==> src/rtl/prom_pkg.sv <==
package prom_pkg;

  localparam int DATA_W = 16;

  typedef enum logic [2:0] {
    ST_CLOSED,
    ST_OPEN,
    ST_WAIT,
    ST_CAPT,
    ST_FLOAT
  } prom_st_e;

  typedef enum logic [1:0] {
    ACC_HIT,
    ACC_MISS,
    ACC_COLD
  } acc_kind_e;

  // wait for an access started from a closed ROM
  function automatic int cold_wait(input int rand_cyc, input int oe_cyc);
    return (rand_cyc > oe_cyc) ? rand_cyc : oe_cyc;
  endfunction

  function automatic int max3(input int a, input int b, input int c);
    int m;
    m = (a > b) ? a : b;
    return (m > c) ? m : c;
  endfunction

  // response formatting: byte reads zero the upper half
  function automatic logic [DATA_W-1:0] fmt_rsp(input logic [DATA_W-1:0] dq,
                                                input logic byte_m);
    return byte_m ? {8'h00, dq[7:0]} : dq;
  endfunction

endpackage

==> src/rtl/prom_page_trk.sv <==
module prom_page_trk #(
  parameter int TAG_W = 17
) (
  input  logic             clk,
  input  logic             rst_n,
  input  logic             load,
  input  logic             clr,
  input  logic [TAG_W-1:0] load_tag,
  input  logic             load_byte,
  input  logic [TAG_W-1:0] q_tag,
  input  logic             q_byte,
  output logic             pg_vld,
  output logic             same_mode,
  output logic             hit
);
  logic [TAG_W-1:0] tag_r;
  logic             byte_r;

  always_ff @(posedge clk) begin
    if (!rst_n) begin
      pg_vld <= 1'b0;
      tag_r  <= '0;
      byte_r <= 1'b0;
    end else if (clr) begin
      pg_vld <= 1'b0;
    end else if (load) begin
      pg_vld <= 1'b1;
      tag_r  <= load_tag;
      byte_r <= load_byte;
    end
  end

  assign same_mode = pg_vld && (byte_r == q_byte);
  assign hit       = same_mode && (tag_r == q_tag);
endmodule

==> src/rtl/prom_cdown.sv <==
module prom_cdown #(
  parameter int CNT_W = 5
) (
  input  logic             clk,
  input  logic             rst_n,
  input  logic             load,
  input  logic [CNT_W-1:0] load_val,
  output logic             last
);
  logic [CNT_W-1:0] cnt;

  always_ff @(posedge clk) begin
    if (!rst_n)          cnt <= '0;
    else if (load)       cnt <= load_val;
    else if (cnt != '0)  cnt <= cnt - 1'b1;
  end

  assign last = (cnt == CNT_W'(1));
endmodule

==> src/rtl/prom_idle_tmr.sv <==
module prom_idle_tmr #(
  parameter int IDLE_CYC = 32
) (
  input  logic clk,
  input  logic rst_n,
  input  logic run,
  output logic expire
);
  localparam int IW = $clog2(IDLE_CYC + 1);
  logic [IW-1:0] cnt;

  always_ff @(posedge clk) begin
    if (!rst_n || !run) cnt <= '0;
    else if (!expire)   cnt <= cnt + 1'b1;
  end

  assign expire = run && (cnt == IW'(IDLE_CYC - 1));
endmodule

==> src/rtl/prom_rd_ctrl.sv <==
module prom_rd_ctrl
  import prom_pkg::*;
#(
  parameter int ADDR_W   = 20,
  parameter int RAND_CYC = 13,
  parameter int PAGE_CYC = 4,
  parameter int OE_CYC   = 4,
  parameter int DF_CYC   = 3,
  parameter int IDLE_CYC = 32
) (
  input  logic              clk,
  input  logic              rst_n,
  input  logic              req_valid,
  output logic              req_ready,
  input  logic [ADDR_W-1:0] req_addr,
  input  logic              req_byte,
  output logic              rsp_valid,
  output logic [15:0]       rsp_data,
  output logic              rom_ce_n,
  output logic              rom_oe_n,
  output logic              rom_word,
  output logic [ADDR_W-2:0] rom_addr,
  output logic              rom_lsb,
  output logic              rom_lsb_en,
  input  logic [15:0]       rom_dq
);
  localparam int TAG_W    = ADDR_W - 3;
  localparam int COLD_CYC = cold_wait(RAND_CYC, OE_CYC);
  localparam int MAX_CYC  = max3(COLD_CYC, PAGE_CYC, DF_CYC);
  localparam int CNT_W    = $clog2(MAX_CYC + 1);

  prom_st_e state;

  // named internal events
  logic             pg_vld, trk_same, trk_hit;
  logic             acc_fire, acc_hit, acc_miss, acc_cold;
  logic             close_now, idle_exp, tmr_last, in_wait, idle_run;
  logic [CNT_W-1:0] wait_len, tmr_val;

  prom_page_trk #(.TAG_W(TAG_W)) u_trk (
    .clk       (clk),
    .rst_n     (rst_n),
    .load      (acc_fire),
    .clr       (close_now),
    .load_tag  (req_addr[ADDR_W-1:3]),
    .load_byte (req_byte),
    .q_tag     (req_addr[ADDR_W-1:3]),
    .q_byte    (req_byte),
    .pg_vld    (pg_vld),
    .same_mode (trk_same),
    .hit       (trk_hit)
  );

  prom_cdown #(.CNT_W(CNT_W)) u_tmr (
    .clk      (clk),
    .rst_n    (rst_n),
    .load     (acc_fire || close_now),
    .load_val (tmr_val),
    .last     (tmr_last)
  );

  prom_idle_tmr #(.IDLE_CYC(IDLE_CYC)) u_idle (
    .clk    (clk),
    .rst_n  (rst_n),
    .run    (idle_run),
    .expire (idle_exp)
  );

  assign req_ready = (state == ST_CLOSED) || ((state == ST_OPEN) && trk_same);
  assign acc_fire  = req_valid && req_ready;
  assign acc_hit   = acc_fire && (state == ST_OPEN) && trk_hit;
  assign acc_miss  = acc_fire && (state == ST_OPEN) && !trk_hit;
  assign acc_cold  = acc_fire && (state == ST_CLOSED);
  assign idle_run  = (state == ST_OPEN) && !req_valid;
  assign close_now = (state == ST_OPEN) && pg_vld &&
                     ((req_valid && !trk_same) || idle_exp);
  assign in_wait   = (state == ST_WAIT) || (state == ST_CAPT);

  always_comb begin
    if (acc_hit)       wait_len = CNT_W'(PAGE_CYC);
    else if (acc_miss) wait_len = CNT_W'(RAND_CYC);
    else               wait_len = CNT_W'(COLD_CYC);
    tmr_val = acc_fire ? wait_len : CNT_W'(DF_CYC);
  end

  always_ff @(posedge clk) begin
    if (!rst_n) begin
      state      <= ST_CLOSED;
      rom_ce_n   <= 1'b1;
      rom_oe_n   <= 1'b1;
      rom_word   <= 1'b1;
      rom_addr   <= '0;
      rom_lsb    <= 1'b0;
      rom_lsb_en <= 1'b0;
      rsp_valid  <= 1'b0;
      rsp_data   <= '0;
    end else begin
      rsp_valid <= 1'b0;
      unique case (state)
        ST_CLOSED, ST_OPEN: begin
          if (acc_fire) begin
            rom_ce_n   <= 1'b0;
            rom_oe_n   <= 1'b0;
            rom_word   <= !req_byte;
            rom_addr   <= req_addr[ADDR_W-1:1];
            rom_lsb    <= req_byte & req_addr[0];
            rom_lsb_en <= req_byte;
            state      <= ST_WAIT;
          end else if (close_now) begin
            rom_ce_n <= 1'b1;
            rom_oe_n <= 1'b1;
            state    <= ST_FLOAT;
          end
        end
        ST_WAIT: if (tmr_last) state <= ST_CAPT;
        ST_CAPT: begin
          rsp_valid <= 1'b1;
          rsp_data  <= fmt_rsp(rom_dq, rom_lsb_en);
          state     <= ST_OPEN;
        end
        ST_FLOAT: if (tmr_last) state <= ST_CLOSED;
        default: state <= ST_CLOSED;
      endcase
    end
  end
endmodule

==> config.mk <==
export PLATFORM = sky130hd
export DESIGN_NAME = prom_rd_ctrl
export DESIGN_NICKNAME = d
export VERILOG_FILES = /design/src/rtl/prom_pkg.sv /design/src/rtl/prom_page_trk.sv /design/src/rtl/prom_cdown.sv /design/src/rtl/prom_idle_tmr.sv /design/src/rtl/prom_rd_ctrl.sv
export SDC_FILE = /design/constraint.sdc
export NUM_CORES = 1
export LEC_CHECK = 0
export ABC_AREA = 1
export BUFFER_PORTS_ARGS = -buffer_cell sky130_fd_sc_hd__buf_2
export CAP_MARGIN = 20
export CORE_MARGIN = 2
export CORE_UTILIZATION = 52
export DETAILED_ROUTE_END_ITERATION = 12
export PLACE_DENSITY_LB_ADDON = 0.08
export REMOVE_ABC_BUFFERS = 1
export SETUP_SLACK_MARGIN = 0.02
export SLEW_MARGIN = 10
export SYNTH_ARGS = -nofsm -noshare
export SYNTH_HDL_FRONTEND = slang
export SYNTH_SLANG_ARGS = --single-unit
export TNS_END_PERCENT = 30
==> constraint.sdc <==
create_clock -name clk -period 1.8 [get_ports clk]
set_input_delay 0.18 -clock clk [delete_from_list [all_inputs] [get_ports clk]]
set_output_delay 0.18 -clock clk [all_outputs]
set_load 0.02 [all_outputs]
== After elaboration in Yosys (flattened, before gate mapping) ==
Index checks and enable logic that the tools add are counted.

* Add/subtract/negate cells: 2
* Eq/ne operators: 11
* Mux-type cells: 13
* Bitwise gates (word level): 3
* Reduce and logical (&&, ||, !) cells: 30

{| class="wikitable"
|+ Operator list
! kind !! number
|-
| 17-bit == test || 1
|-
| 16-bit two-way mux || 1
|-
| 4-bit two-way mux || 4
|-
| 3-bit two-way mux || 4
|-
| 3-bit case mux with 4 select lines || 1
|-
| 1-bit logical AND || 11
|-
| 6-bit by 1-bit adder with 6-bit output (second input constant) || 1
|-
| 3-bit by 2-bit == test with 1-bit output (second input constant) || 2
|-
| 6-bit by 5-bit == test with 1-bit output (second input constant) || 1
|-
| 2-bit AND reduction || 3
|-
| 1-bit zero test || 5
|-
| 4-bit by 1-bit == test with 1-bit output (second input constant) || 1
|-
| 1-bit logical OR || 4
|-
| 2-bit inequality test (second input constant) || 2
|-
| 2-bit nonzero test || 2
|-
| 4-bit nonzero test || 1
|-
| 2-bit OR reduction || 2
|-
| 4-bit by 1-bit subtractor with 4-bit output (second input constant) || 1
|-
| 3-bit by 1-bit == test with 1-bit output (second input constant) || 1
|-
| 3-bit == test (second input constant) || 1
|-
| 3-bit zero test || 1
|-
| 1-bit two-way mux || 3
|-
| 3-bit inequality test (second input constant) || 1
|-
| 3-bit AND reduction || 1
|-
| other kinds (3) || 4
|}

* Bits in registers: 72
* Input bits: 40
* Output and inout port bits: 42
* Logic and storage cells: 72

== Depth between registers and ports, before layout ==
* Depth after elaboration: 10
* Gate-level depth with buffers: 10

== By module ==
From an unflattened synthesis, not the netlist that was laid out.

* Cell total of the unflattened synthesis: 450
* Area total of the unflattened synthesis: 3241.9 um^2

{| class="wikitable"
|+ Modules (own cells, without submodules)
! module !! instances !! cells each !! area an instance (um^2)
|-
| prom_rd_ctrl || 1 || 211 || 1664.1
|-
| prom_page_trk || 1 || 152 || 993.5
|-
| prom_idle_tmr || 1 || 46 || 307.8
|-
| prom_cdown || 1 || 41 || 276.5
|}

== Least setup slack after synthesis ==
Ideal clock, no wire load.

* Path type: register to register
* Start point: register u_tmr.cnt[0]
* End point: register u_tmr.cnt[1]
* Arrival: 1.259 ns
* Required time: 1.726 ns
* Path slack: 0.467 ns
* Stages on the path, launching flop included: 9
* Period minus slack after synthesis: 1.333 ns
* Path through: dfxtp_1 inv_1 ha_1 nand3_1 inv_1 or2_2 nand2_1 nand2_1 a21oi_1

* Longest elaborated chain between the ends: 3

{| class="wikitable"
|+ Ends and longest elaborated chain
! item !! RTL line !! source
|-
| start, declared || prom_cdown.sv:10 || <nowiki>logic [CNT_W-1:0] cnt;</nowiki>
|-
| start signal, assigned || prom_cdown.sv:14 || <nowiki>else if (load) cnt <= load_val;</nowiki>
|-
| start signal, assigned || prom_cdown.sv:15 || <nowiki>else if (cnt != '0) cnt <= cnt - 1'b1;</nowiki>
|-
| 4-bit by 1-bit subtractor with 4-bit output || prom_cdown.sv:15 ||
|-
| 4-bit two-way mux || prom_cdown.sv:15 ||
|-
| 4-bit two-way mux || prom_cdown.sv:14 ||
|}

Parallel ways exist; a longest one is shown, timed or not. The select of a mux whose other input is x is not followed.
A chain may end at the register's enable or synchronous reset.

== Worst setup path in the final report ==
* Start point: register u_trk.byte_r
* End point: register u_trk.tag_r[14]

* Longest elaborated chain between the ends: 8

{| class="wikitable"
|+ Ends and longest elaborated chain
! item !! RTL line !! source
|-
| start, declared || prom_page_trk.sv:17 || <nowiki>logic byte_r;</nowiki>
|-
| start signal, assigned || prom_page_trk.sv:29 || <nowiki>byte_r <= load_byte;</nowiki>
|-
| 1-bit == test (*) || prom_page_trk.sv:33 || <nowiki>assign same_mode = pg_vld && (byte_r == q_byte);</nowiki>
|-
| 1-bit logical AND (*) || prom_page_trk.sv:33 ||
|-
| 1-bit zero test || prom_rd_ctrl.sv:76 || <nowiki>((req_valid && !trk_same) || idle_exp);</nowiki>
|-
| 1-bit logical AND || prom_rd_ctrl.sv:76 ||
|-
| 1-bit logical OR || prom_rd_ctrl.sv:76 ||
|-
| 1-bit logical AND || prom_rd_ctrl.sv:75 || <nowiki>assign close_now = (state == ST_OPEN) && pg_vld &&</nowiki>
|-
| 1-bit inverter (no source line) || - ||
|-
| 2-bit AND reduction (no source line) (*) || - ||
|-
| end signal, assigned || prom_page_trk.sv:28 || <nowiki>tag_r <= load_tag;</nowiki>
|-
| end, declared || prom_page_trk.sv:16 || <nowiki>logic [TAG_W-1:0] tag_r;</nowiki>
|}

Mark *: on every way between the ends. The rest lies on a longest branch, timed or not.

==> results.cfg <==
[place]
gp_congestion = 0.8273
dp_hpwl_um = 4450
port_buffers = 81

[routing]
antenna_left = 0
via_per_inst = 4.807
drt_first_pass_iters = 5
num_vias = 2644
wl_per_cell_um = 11.17
drt_first_iter_violations = 92
drc = 0
drt_wl_total_um = 6143

[worst_setup_path]
rrSetupSlack_ns = 0.30
critical_path.slowest_cell = dfxtp_1
cp-startpoint = u_trk.byte_r
endpoint = u_trk.tag_r[14]
crit_path_start_kind = register
critical_path_arrival_ns = 1.72
critPathBufInv = 2
critical_path.top_delay_family = simple AND/OR/NAND/NOR gates
path_cells = inv_1, nand2_1, nand3_2, nand2_1, nand3_4, buf_4, o21ai_0, a21oi_1
cp_common_cell = nand2_1
regToRegStartpoint = u_trk.byte_r
crit_type = register to register
cp_num_cells = 8
path_max_fanout = 15
cpPeakStageDelay_ns = 0.35
cp_data_required_time_ns = 2.01
rr_endpoint = u_trk.tag_r[14]
worstSetupEndpointType = register
rr_worst_depth = 8

[synth]
yosysWarnings = 0
syn_area_mm2 = 0.003000
ys_seq_area_frac = 0.4804
avgSynthCellArea_um2 = 7.713
yosysUniqueCellTypes = 27
synth_ff_type = dfxtp_1
ys_ff_latch = 72
synth-edff-count = 0
ys_async_sr_fraction = 0
syn_inst = 389

[clock_tree]
ctsHoldBuffers = 0
post_cts_resized = 0
cts_max_path_buffers = 2
root_buffer = clkbuf_8
insertion_delay_ns = 0.33
clock-sinks = 72
htreeDepth = 3
cts_buffers = 9
postCtsSetupBuffers = 0
path_clk_slew_ns = 0.07
cts_tree = yes

[sta]
rsz0062_at_grt = false
hold_viol = 0
achievable-frequency_mhz = 664.8
slew_viol_final = 0
fin_crit_ns = 1.504
finalSetupTns_ns = 0
slew_headroom = 0.7640
final-setup-viol-count = 0
fin_skew_ns = 0.006118
post-route-period-util = 0.8356
worst_slew_pin_slew_ns = 0.3527

[floorplan]
std_cell_rows = 27
io_pins = 82
die_h_um = 79.96
die_area_mm2 = 0.006394
coreArea_mm2 = 0.005540
dieWidth_um = 79.96
start_util = 0.5416

[grt]
track_usage = 0.2073
grt_pass1_vias = 2440
grt-ovfl-total = 0
grt_pass1_wl_um = 10420
antenna_found_initial = 0
grt_max_degree = 31

[power_and_ir_drop]
ir_drop_uv = 601.6
clkPwrFrac = 0.325
swShare = 0.2967
intPower_mw = 2.926
seqPwrFrac = 0.448
netSwitchingPower_mw = 1.234
finalPower_mw = 4.160
leakage_nw = 1.814
pwr-share-comb = 0.227
power.density_mw_per_mm2 = 1123

[layout]
drive_gt1_frac = 0.2594
antenna_cells = 0
finalNetCount = 516
area_growth_pct = 23.48

[min_path]
min_path_type = input port to register

[status]
status = finished, final reports clean

[flow_run]
drv_cap = 0
[layout by cell type, fill, tap and decap left out, types with 2 or more instances in the layout]
master | Yosys | final
nor2_2 | 2 | 2
inv_1 | 62 | 62
nand2_2 | 4 | 4
o21ai_0 | 12 | 12
o211ai_1 | 3 | 3
xor2_1 | 12 | 12
nand3_1 | 27 | 27
buf_2 | 6 | 81
buf_4 | 3 | 2
or2_2 | 2 | 2
nand2_1 | 64 | 64
o21ai_2 | 10 | 10
o21ai_1 | 8 | 8
buf_12 | 0 | 2
xnor2_1 | 3 | 3
nor2_1 | 36 | 36
dfxtp_1 | 72 | 72
nand4_1 | 3 | 3
clkbuf_8 | 0 | 13
ha_1 | 3 | 3
a21oi_1 | 46 | 46
nor2_4 | 2 | 2
[cell usage after synthesis, types with 4 or more instances]
master | count | area share
dfxtp_1 | 72 | 0.48
nand2_1 | 64 | 0.080
o21ai_2 | 10 | 0.029
nand3_1 | 27 | 0.045
inv_1 | 62 | 0.078
o21ai_1 | 8 | 0.013
a21oi_1 | 46 | 0.077
buf_2 | 6 | 0.010
nand2_2 | 4 | 0.0083
xor2_1 | 12 | 0.035
nor2_1 | 36 | 0.045
o21ai_0 | 12 | 0.020
[cells by family (layout without fill, tap and decap cells)]
group	Yosys count	count (layout)	synth area share
flip-flops	72	72	0.4804
AND/OR/NAND/NOR	144	144	0.2152
XOR/XNOR	15	15	0.04379
buffers and inverters	76	165	0.1013
adder cells (fa/ha/maj)	3	3	0.01251
AO/OA/AOI/OAI	79	79	0.1468
[power by group through the flow]
stage                     sequential [mW]  clock [mW]  combinational (mW)
final                                1.86        1.35               0.946
after global routing                 1.89        1.43                1.06
after CTS                            1.86        1.38               0.955
after detailed placement             1.90           0               0.950
after global placement               1.89           0               0.917
after floorplan                      1.98           0               0.561
[cell type report]
class                           instances  area [µm²]
Sequential cell                        72        1441
Multi-Input combinational cell        241        1255
Clock inverter                          2       35.03
Tap cell                               72       90.09
Timing Repair Buffer                   85       460.4
Fill cell                             491        1836
Inverter                               64       240.2
Clock buffer                           14       182.7
[worst reg2reg max path, delay by kind of cell, from the launching register on]
| kind | cells | cell delay, ns |
|---|---|---|
| buf+inv | 2 | 0.28 |
| flops | 1 | 0.35 |
| compound gates | 2 | 0.33 |
| simple gates | 4 | 0.44 |
[metrics by stage]
stage | setup WS [ns] | area, µm² | hold WS [ns] | instances | utilization
2_1_floorplan | 0.1620 | 2937 | 0.2492 | 377 | -
3_5_place_dp | 0.3361 | 3487 | 0.4084 | 534 | 0.6294
4_1_cts | 0.2868 | 3705 | 0.05639 | 550 | 0.6687
3_3_place_gp | 0.3653 | 3487 | 0.3992 | 534 | 0.6294
5_1_grt | 0.1255 | 3705 | 0.06277 | 550 | 0.6687
6_report | 0.2959 | 3705 | 0.06024 | 550 | 0.6687
[flip-flops by register name, indices dropped and copies added, names as in the netlist]
| name | count |
|---|---|
| rom_lsb | 1 |
| u_trk.pg_vld | 1 |
| rom_addr | 19 |
| u_trk.byte_r | 1 |
| rom_oe_n | 1 |
| u_trk.tag_r | 17 |
| rom_word | 1 |
| u_idle.cnt | 6 |
| rsp_data | 16 |
| u_tmr.cnt | 4 |
| state | 3 |
| rsp_valid | 1 |
| rom_lsb_en | 1 |
[routing by layer]
layer  part of all wire  wire length, µm  global-route usage
met5                  0                0                   0
met4              0.020              123             0.08305
met3              0.057              350             0.04864
met2               0.46             2828              0.3508
met1               0.46             2840              0.2527
[how the worst min path moves through the flow]
stage | endpoint | start | cells after the start | slack (ns)
final | rsp_data[12] | rom_dq[12] | 3 | 0.06
after global routing | rsp_data[12] | rom_dq[12] | 3 | 0.06
after CTS | rsp_data[12] | rom_dq[12] | 3 | 0.06
after detailed placement | rsp_data[12] | rom_dq[12] | 3 | 0.41
after global placement | rsp_data[10] | rom_dq[10] | 3 | 0.40
after floorplan | rom_word | rst_n | 1 | 0.25
Power figures use the tool's default switching activity.
